## src/rtl/mdu_pkg.sv

```systemverilog
package mdu_pkg;
  typedef enum logic [2:0] {
    OP_MUL    = 3'd0,
    OP_MULH   = 3'd1,
    OP_MULHSU = 3'd2,
    OP_MULHU  = 3'd3,
    OP_DIV    = 3'd4,
    OP_DIVU   = 3'd5,
    OP_REM    = 3'd6,
    OP_REMU   = 3'd7
  } mdu_op_e;
endpackage

```

## src/rtl/mdu_mul.sv

```systemverilog
module mdu_mul #(
  parameter int W = 32
) (
  input  logic         clk,
  input  logic         rst,
  input  logic         in_valid,
  input  logic [1:0]   kind,
  input  logic [W-1:0] a,
  input  logic [W-1:0] b,
  output logic         out_valid,
  output logic [W-1:0] out_res
);
  localparam int PW = 2 * W;

  logic          v1, v2, hi1, hi2;
  logic [PW-1:0] a_w, b_w, prod;
  logic          a_sgn, b_sgn;

  // mulh (01) and mulhsu (10) treat a as signed; only mulh treats b as signed
  assign a_sgn = (kind == 2'd1) || (kind == 2'd2);
  assign b_sgn = (kind == 2'd1);

  always_ff @(posedge clk) begin
    if (rst) begin
      v1 <= 1'b0;
      v2 <= 1'b0;
    end else begin
      v1 <= in_valid;
      v2 <= v1;
    end
  end

  always_ff @(posedge clk) begin
    a_w  <= {{W{a_sgn & a[W-1]}}, a};
    b_w  <= {{W{b_sgn & b[W-1]}}, b};
    hi1  <= (kind != 2'd0);
    prod <= a_w * b_w;
    hi2  <= hi1;
  end

  assign out_valid = v2;
  assign out_res   = hi2 ? prod[PW-1:W] : prod[W-1:0];

  a_r4_pipe_advance: assert property (@(posedge clk) disable iff (rst) v1 |=> v2);
endmodule

```

## src/rtl/mdu_div.sv

```systemverilog
module mdu_div #(
  parameter int W = 32
) (
  input  logic         clk,
  input  logic         rst,
  input  logic         load,
  input  logic [W-1:0] dvd,
  input  logic [W-1:0] dvs,
  output logic         fin,
  output logic [W-1:0] quo,
  output logic [W-1:0] rem
);
  localparam int CW = $clog2(W + 1);

  logic          active;
  logic [CW-1:0] cnt;
  logic [W-1:0]  rem_r, quo_r, dvs_r;
  logic [W:0]    shifted, diff;
  logic          ge;

  assign shifted = {rem_r, quo_r[W-1]};
  assign diff    = shifted - {1'b0, dvs_r};
  assign ge      = ~diff[W];

  always_ff @(posedge clk) begin
    if (rst) begin
      active <= 1'b0;
      cnt    <= '0;
      rem_r  <= '0;
      quo_r  <= '0;
      dvs_r  <= '0;
    end else if (load) begin
      active <= 1'b1;
      cnt    <= CW'(W);
      rem_r  <= '0;
      quo_r  <= dvd;
      dvs_r  <= dvs;
    end else if (active) begin
      if (cnt != '0) begin
        cnt   <= cnt - CW'(1);
        rem_r <= ge ? diff[W-1:0] : shifted[W-1:0];
        quo_r <= {quo_r[W-2:0], ge};
      end else begin
        active <= 1'b0;
      end
    end
  end

  assign fin = active && (cnt == '0);
  assign quo = quo_r;
  assign rem = rem_r;

  a_r6_keeps_running: assert property (@(posedge clk) disable iff (rst)
    (active && cnt != '0) |=> active);
  a_r9_no_reload: assert property (@(posedge clk) disable iff (rst) !(load && active));
endmodule

```

## src/rtl/mdu_top.sv

```systemverilog
module mdu_top #(
  parameter int W = 32
) (
  input  logic         clk,
  input  logic         rst,
  input  logic         start,
  input  logic [2:0]   op,
  input  logic [W-1:0] opa,
  input  logic [W-1:0] opb,
  output logic         busy,
  output logic         done,
  output logic [W-1:0] result
);
  import mdu_pkg::*;

  localparam logic [W-1:0] MINV = {1'b1, {(W-1){1'b0}}};

  mdu_op_e      op_e;
  logic         accept, is_div, sdiv, want_rem, b_zero, ovf, special;
  logic         a_neg, b_neg, mul_go, div_go;
  logic [W-1:0] a_mag, b_mag, spec_val, div_val;
  logic         mul_v, div_fin;
  logic [W-1:0] mul_res, quo, rem;
  logic         neg_q_r, neg_r_r, rem_sel_r;

  assign op_e     = mdu_op_e'(op);
  assign accept   = start && !busy;
  assign is_div   = op[2];
  assign sdiv     = (op_e == OP_DIV) || (op_e == OP_REM);
  assign want_rem = (op_e == OP_REM) || (op_e == OP_REMU);
  assign b_zero   = (opb == '0);
  assign ovf      = sdiv && (opa == MINV) && (opb == '1);
  assign special  = is_div && (b_zero || ovf);
  assign spec_val = b_zero ? (want_rem ? opa : '1) : (want_rem ? '0 : MINV);

  assign a_neg = sdiv && opa[W-1];
  assign b_neg = sdiv && opb[W-1];
  assign a_mag = a_neg ? -opa : opa;
  assign b_mag = b_neg ? -opb : opb;

  assign mul_go = accept && !is_div;
  assign div_go = accept && is_div && !special;

  mdu_mul #(.W(W)) i_mul (
    .clk(clk), .rst(rst), .in_valid(mul_go), .kind(op[1:0]),
    .a(opa), .b(opb), .out_valid(mul_v), .out_res(mul_res)
  );

  mdu_div #(.W(W)) i_div (
    .clk(clk), .rst(rst), .load(div_go), .dvd(a_mag), .dvs(b_mag),
    .fin(div_fin), .quo(quo), .rem(rem)
  );

  always_ff @(posedge clk) begin
    if (rst) begin
      neg_q_r   <= 1'b0;
      neg_r_r   <= 1'b0;
      rem_sel_r <= 1'b0;
    end else if (div_go) begin
      neg_q_r   <= a_neg ^ b_neg;
      neg_r_r   <= a_neg;
      rem_sel_r <= want_rem;
    end
  end

  assign div_val = rem_sel_r ? (neg_r_r ? -rem : rem) : (neg_q_r ? -quo : quo);

  always_ff @(posedge clk) begin
    if (rst) begin
      busy   <= 1'b0;
      done   <= 1'b0;
      result <= '0;
    end else begin
      done <= (accept && special) || mul_v || div_fin;
      if (accept && special) result <= spec_val;
      else if (mul_v)        result <= mul_res;
      else if (div_fin)      result <= div_val;
      if (mul_v || div_fin)       busy <= 1'b0;
      else if (mul_go || div_go)  busy <= 1'b1;
    end
  end

  a_r9_done_idle: assert property (@(posedge clk) disable iff (rst) done |-> !busy);
  a_r9_busy_until_done: assert property (@(posedge clk) disable iff (rst)
    busy |=> (busy || done));
  a_r4_mul_sets_busy: assert property (@(posedge clk) disable iff (rst)
    (start && !busy && !op[2]) |=> busy);
  a_r7_zero_divisor: assert property (@(posedge clk) disable iff (rst)
    (start && !busy && op[2] && opb == '0) |=> (done && !busy));
  a_r8_overflow: assert property (@(posedge clk) disable iff (rst)
    (start && !busy && op == 3'd4 && opa == MINV && opb == '1) |=> (done && result == MINV));
endmodule

```

## config.mk

```make
export PLATFORM = sky130hd
export DESIGN_NAME = mdu_top
export DESIGN_NICKNAME = d
export VERILOG_FILES = /design/src/rtl/mdu_pkg.sv /design/src/rtl/mdu_mul.sv /design/src/rtl/mdu_div.sv /design/src/rtl/mdu_top.sv
export SDC_FILE = /design/constraint.sdc
export NUM_CORES = 2
export LEC_CHECK = 0
export BUFFER_PORTS_ARGS = -buffer_cell sky130_fd_sc_hd__buf_4
export CORE_MARGIN = 10
export CORE_UTILIZATION = 45
export CTS_CLUSTER_SIZE = 24
export DETAILED_ROUTE_END_ITERATION = 6
export PLACE_DENSITY = 0.59
export RECOVER_POWER = 25
export SLEW_MARGIN = 30
export SYNTH_ARGS = -nofsm -noshare
export SYNTH_HDL_FRONTEND = slang
export SYNTH_SLANG_ARGS = --single-unit
```

## constraint.sdc

```tcl
create_clock -name clk -period 25 [get_ports clk]
set_input_delay 5 -clock clk [delete_from_list [all_inputs] [get_ports clk]]
set_output_delay 5 -clock clk [all_outputs]
set_load 0.02 [all_outputs]
```

==> summary.md <==
| Metric | Value |
|---|---|
| Status | finished, violations left |
| Failing checks | max-capacitance violations, max-slew violations |
| Post-synth net total | 7219 |
| Setup-failing EPs final | 0 |
| Die area | 129000 µm² |
| Post-route antenna net violation count | 0 |
| GRT Overall Usage | 0.227 |
| Metal-1 WL | 62900 µm |
| DR iter-0 viols | 2557 |
| Yosys cell types | 88 |
| MaxCap Viol Count | 1 |
| EDFF count, synth | 0 |
| Post-route DRC | 0 |
| Hold path cells | 0 |
| Clock transition at path regs | 60 ps |
| Final Cycle Share | 0.355 |
| Worst-skew pair later-pin latency | 540 ps |
| WL final | 146000 µm |
| Async SR Flop Fraction | 0 |
| Rows | 124 |
| Hold Buf Count CTS | 0 |
| RSZ-0062 raised after global routing | false |
| CP startpoint kind | register |
| Minimum clock period | 8870 ps |
| Antenna violations before repair | 5 |
| First-pass GRT wire length | 237000 µm |
| CTS sink count | 274 |
| Synth Warn # | 0 |
| Avg WL per Cell | 20.2 µm |
| Worst slew pin tran | 2110 ps |
| Largest net degree at the start of global routing | 95 |
| Final worst slack | 16130 ps |
| Max Fclk | 113 MHz |
| Data arrival time of the critical path | 9320 ps |
| R2R depth | 27 |
| Syn Area/Cell | 9.01 µm² |
| TritonCTS clock tree | done |
| Drt first pass iters | 6 |
| Core footprint | 115000 µm² |
| Final Max Tran Viols | 34 |
| DR top layer | met5 |
| Num CTS Buffers | 34 |
| Routability cong. | 0.902 |
| Top Ports | 104 |
| Syn-to-layout area delta | 5.93% |
| Ys flop type | dfxtp_1 |
| H-tree depth | 2 |
| Number of global-route vias before repair | 41500 |
| Post-synthesis sequential area ratio | 0.106 |
| DR vias | 38500 |
| Final hold vios | 0 |
| DR vias/cell | 5.33 |
| DP Worst Slack | 16110 ps |
| CP Max Fanout | 32 |
| Synthesized instance count | 5768 |
| I/O Buffers | 103 |
| Cell Area, Synth | 52000 µm² |
| Grt ovf | 0 |
| Wire length on met3 | 6600 µm |
| Post-DP HPWL | 116000 µm |
| Crit. End Element | register |
| Final Core Density | 0.481 |
| Final setup skew | 43.8 ps |
| Crit path kind | reg2reg |
| Clock tree buffer depth | 3 |
| Post_cts resized | 0 |
| #FFs+latches synth | 274 |
| CP required | 25450 ps |
| TNS Setup | 0 ps |
| Worst min path class | reg2reg |
| Vert. Die Dim | 360 µm |
| Slew margin rel. | -0.410 |
| Post-CTS Setup Repair Bufs | 0 |
| Final net count | 7126 |
| Share of cells above drive strength 1 | 0.0390 |
| Die Span X | 360 µm |
| Initial Util | 0.454 |
| Met2 WL | 72000 µm |
| CTS root buf | clkbuf_16 |
==> sequential cells by signal, summed over array words and instances, names as in the netlist <==
register         cells
done                 1
result              32
i_mul.v1             1
rem_sel_r            1
i_div.quo           32
busy                 1
i_mul.a_w           33
neg_r_r              1
i_div.cnt            6
i_mul.hi1            1
i_mul.prod          64
neg_q_r              1
i_div.active         1
i_div.dvs_r         32
i_div.rem           32
i_mul.out_valid      1
i_mul.hi2            1
i_mul.b_w           33
==> metrics by stage <==
step / cells / hold slack (ps) / area, µm²
6_report: 7213 / 378 / 55000
5_1_grt: 7211 / 384 / 55000
4_1_cts: 7210 / 387 / 55300
3_5_place_dp: 7150 / 386 / 54000
3_3_place_gp: 7150 / 386 / 54000
2_1_floorplan: 5768 / 310 / 52000
==> kinds of logic (layout without fill, tap and decap cells) <==
group,after synthesis,in the layout,synth area share
simple gates,1764,1764,0.168
buf+inv,1450,1381,0.106
fa+ha+maj,1381,1381,0.495
compound gates,634,634,0.0796
flops,274,274,0.106
xor+xnor,222,222,0.0376
mux,43,43,0.00833
other cells,0,2,0
==> cells in the final DEF (no fill, tap or decap), types with 73 or more instances in the layout <==
cell and count:
xnor2_1 148, xor2_1 73, fa_1 1125, ha_1 255
nor2_1 174, and2_1 562, o21ai_0 172, dfxtp_1 266
nand3_1 76, inv_1 1142, nand2_1 745, a21oi_1 142
buf_4 110
==> layer usage <==
layer	track usage	vias up
li1	-	17300
met1	0.306	20000
met2	0.394	977
met3	0.0181	207
met4	0.0560	2
met5	0	-
==> synthesized netlist by cell type, drive strengths merged (8+ instances only) <==
library cell / number / share of area
dfxtp: 274 / 0.11
a311oi: 34 / 0.0057
nor3: 36 / 0.0041
and2: 565 / 0.068
ha: 255 / 0.061
nand2b: 24 / 0.0029
nor2: 175 / 0.013
xnor2: 149 / 0.025
o21ai: 178 / 0.017
a211oi: 63 / 0.0092
nand3: 76 / 0.0073
buf: 33 / 0.0036
o211ai: 9 / 0.0013
a221o: 10 / 0.0020
o21bai: 18 / 0.0026
nor4: 16 / 0.0022
a31oi: 20 / 0.0024
a21o: 48 / 0.0069
a21oi: 142 / 0.014
inv: 1142 / 0.082
fa: 1126 / 0.43
clkbuf: 275 / 0.020
or4: 13 / 0.0020
and3: 14 / 0.0017
o31ai: 31 / 0.0045
o21a: 14 / 0.0020
mux2i: 41 / 0.0079
nand3b: 8 / 0.0012
nor2b: 38 / 0.0046
xor2: 73 / 0.012
o41ai: 15 / 0.0032
or3: 9 / 0.0012
nand2: 746 / 0.054
nand4: 19 / 0.0023
==> area by class of cell <==
type	count	area, µm²
flip-flops and latches	274	5500
diodes	2	5.00
clock buffers	43	946
clock inverters	17	280
well taps	1512	1890
repair buffers	179	1110
multi-input cells	4044	41000
inverters	1142	4290
fillers	11200	59500
==> worst paths after layout <==
check	from	endpoint	slack, ps
setup / recovery	i_mul.b_w[3]$_DFF_P_	i_mul.prod[61]$_DFF_P_	16130
hold / removal	i_mul.hi1$_DFF_P_	i_mul.hi2$_DFF_P_	380
setup reg to reg	i_mul.b_w[3]$_DFF_P_	i_mul.prod[61]$_DFF_P_	16130
hold reg to reg	i_mul.hi1$_DFF_P_	i_mul.hi2$_DFF_P_	380
==> critical path: stages (launching register included) <==
cell	delay (ps)
dfxtp_1	510
buf_4	460
nand2_1	160
inv_1	160
fa_1	450
fa_1	510
fa_2	540
buf_4	200
inv_1	140
fa_1	900
inv_1	370
fa_1	550
fa_1	530
fa_1	500
inv_1	50
fa_1	470
inv_1	50
ha_1	390
a21o_1	270
a21o_1	200
a21o_1	200
a21o_1	180
a21o_1	170
a21o_1	160
a21o_1	190
a21o_1	190
a31oi_1	170
xnor2_1	150
Power is left out: the tool's default activity adds up to more than one toggle a clock period on the data nets, which glitch-free logic cannot reach.
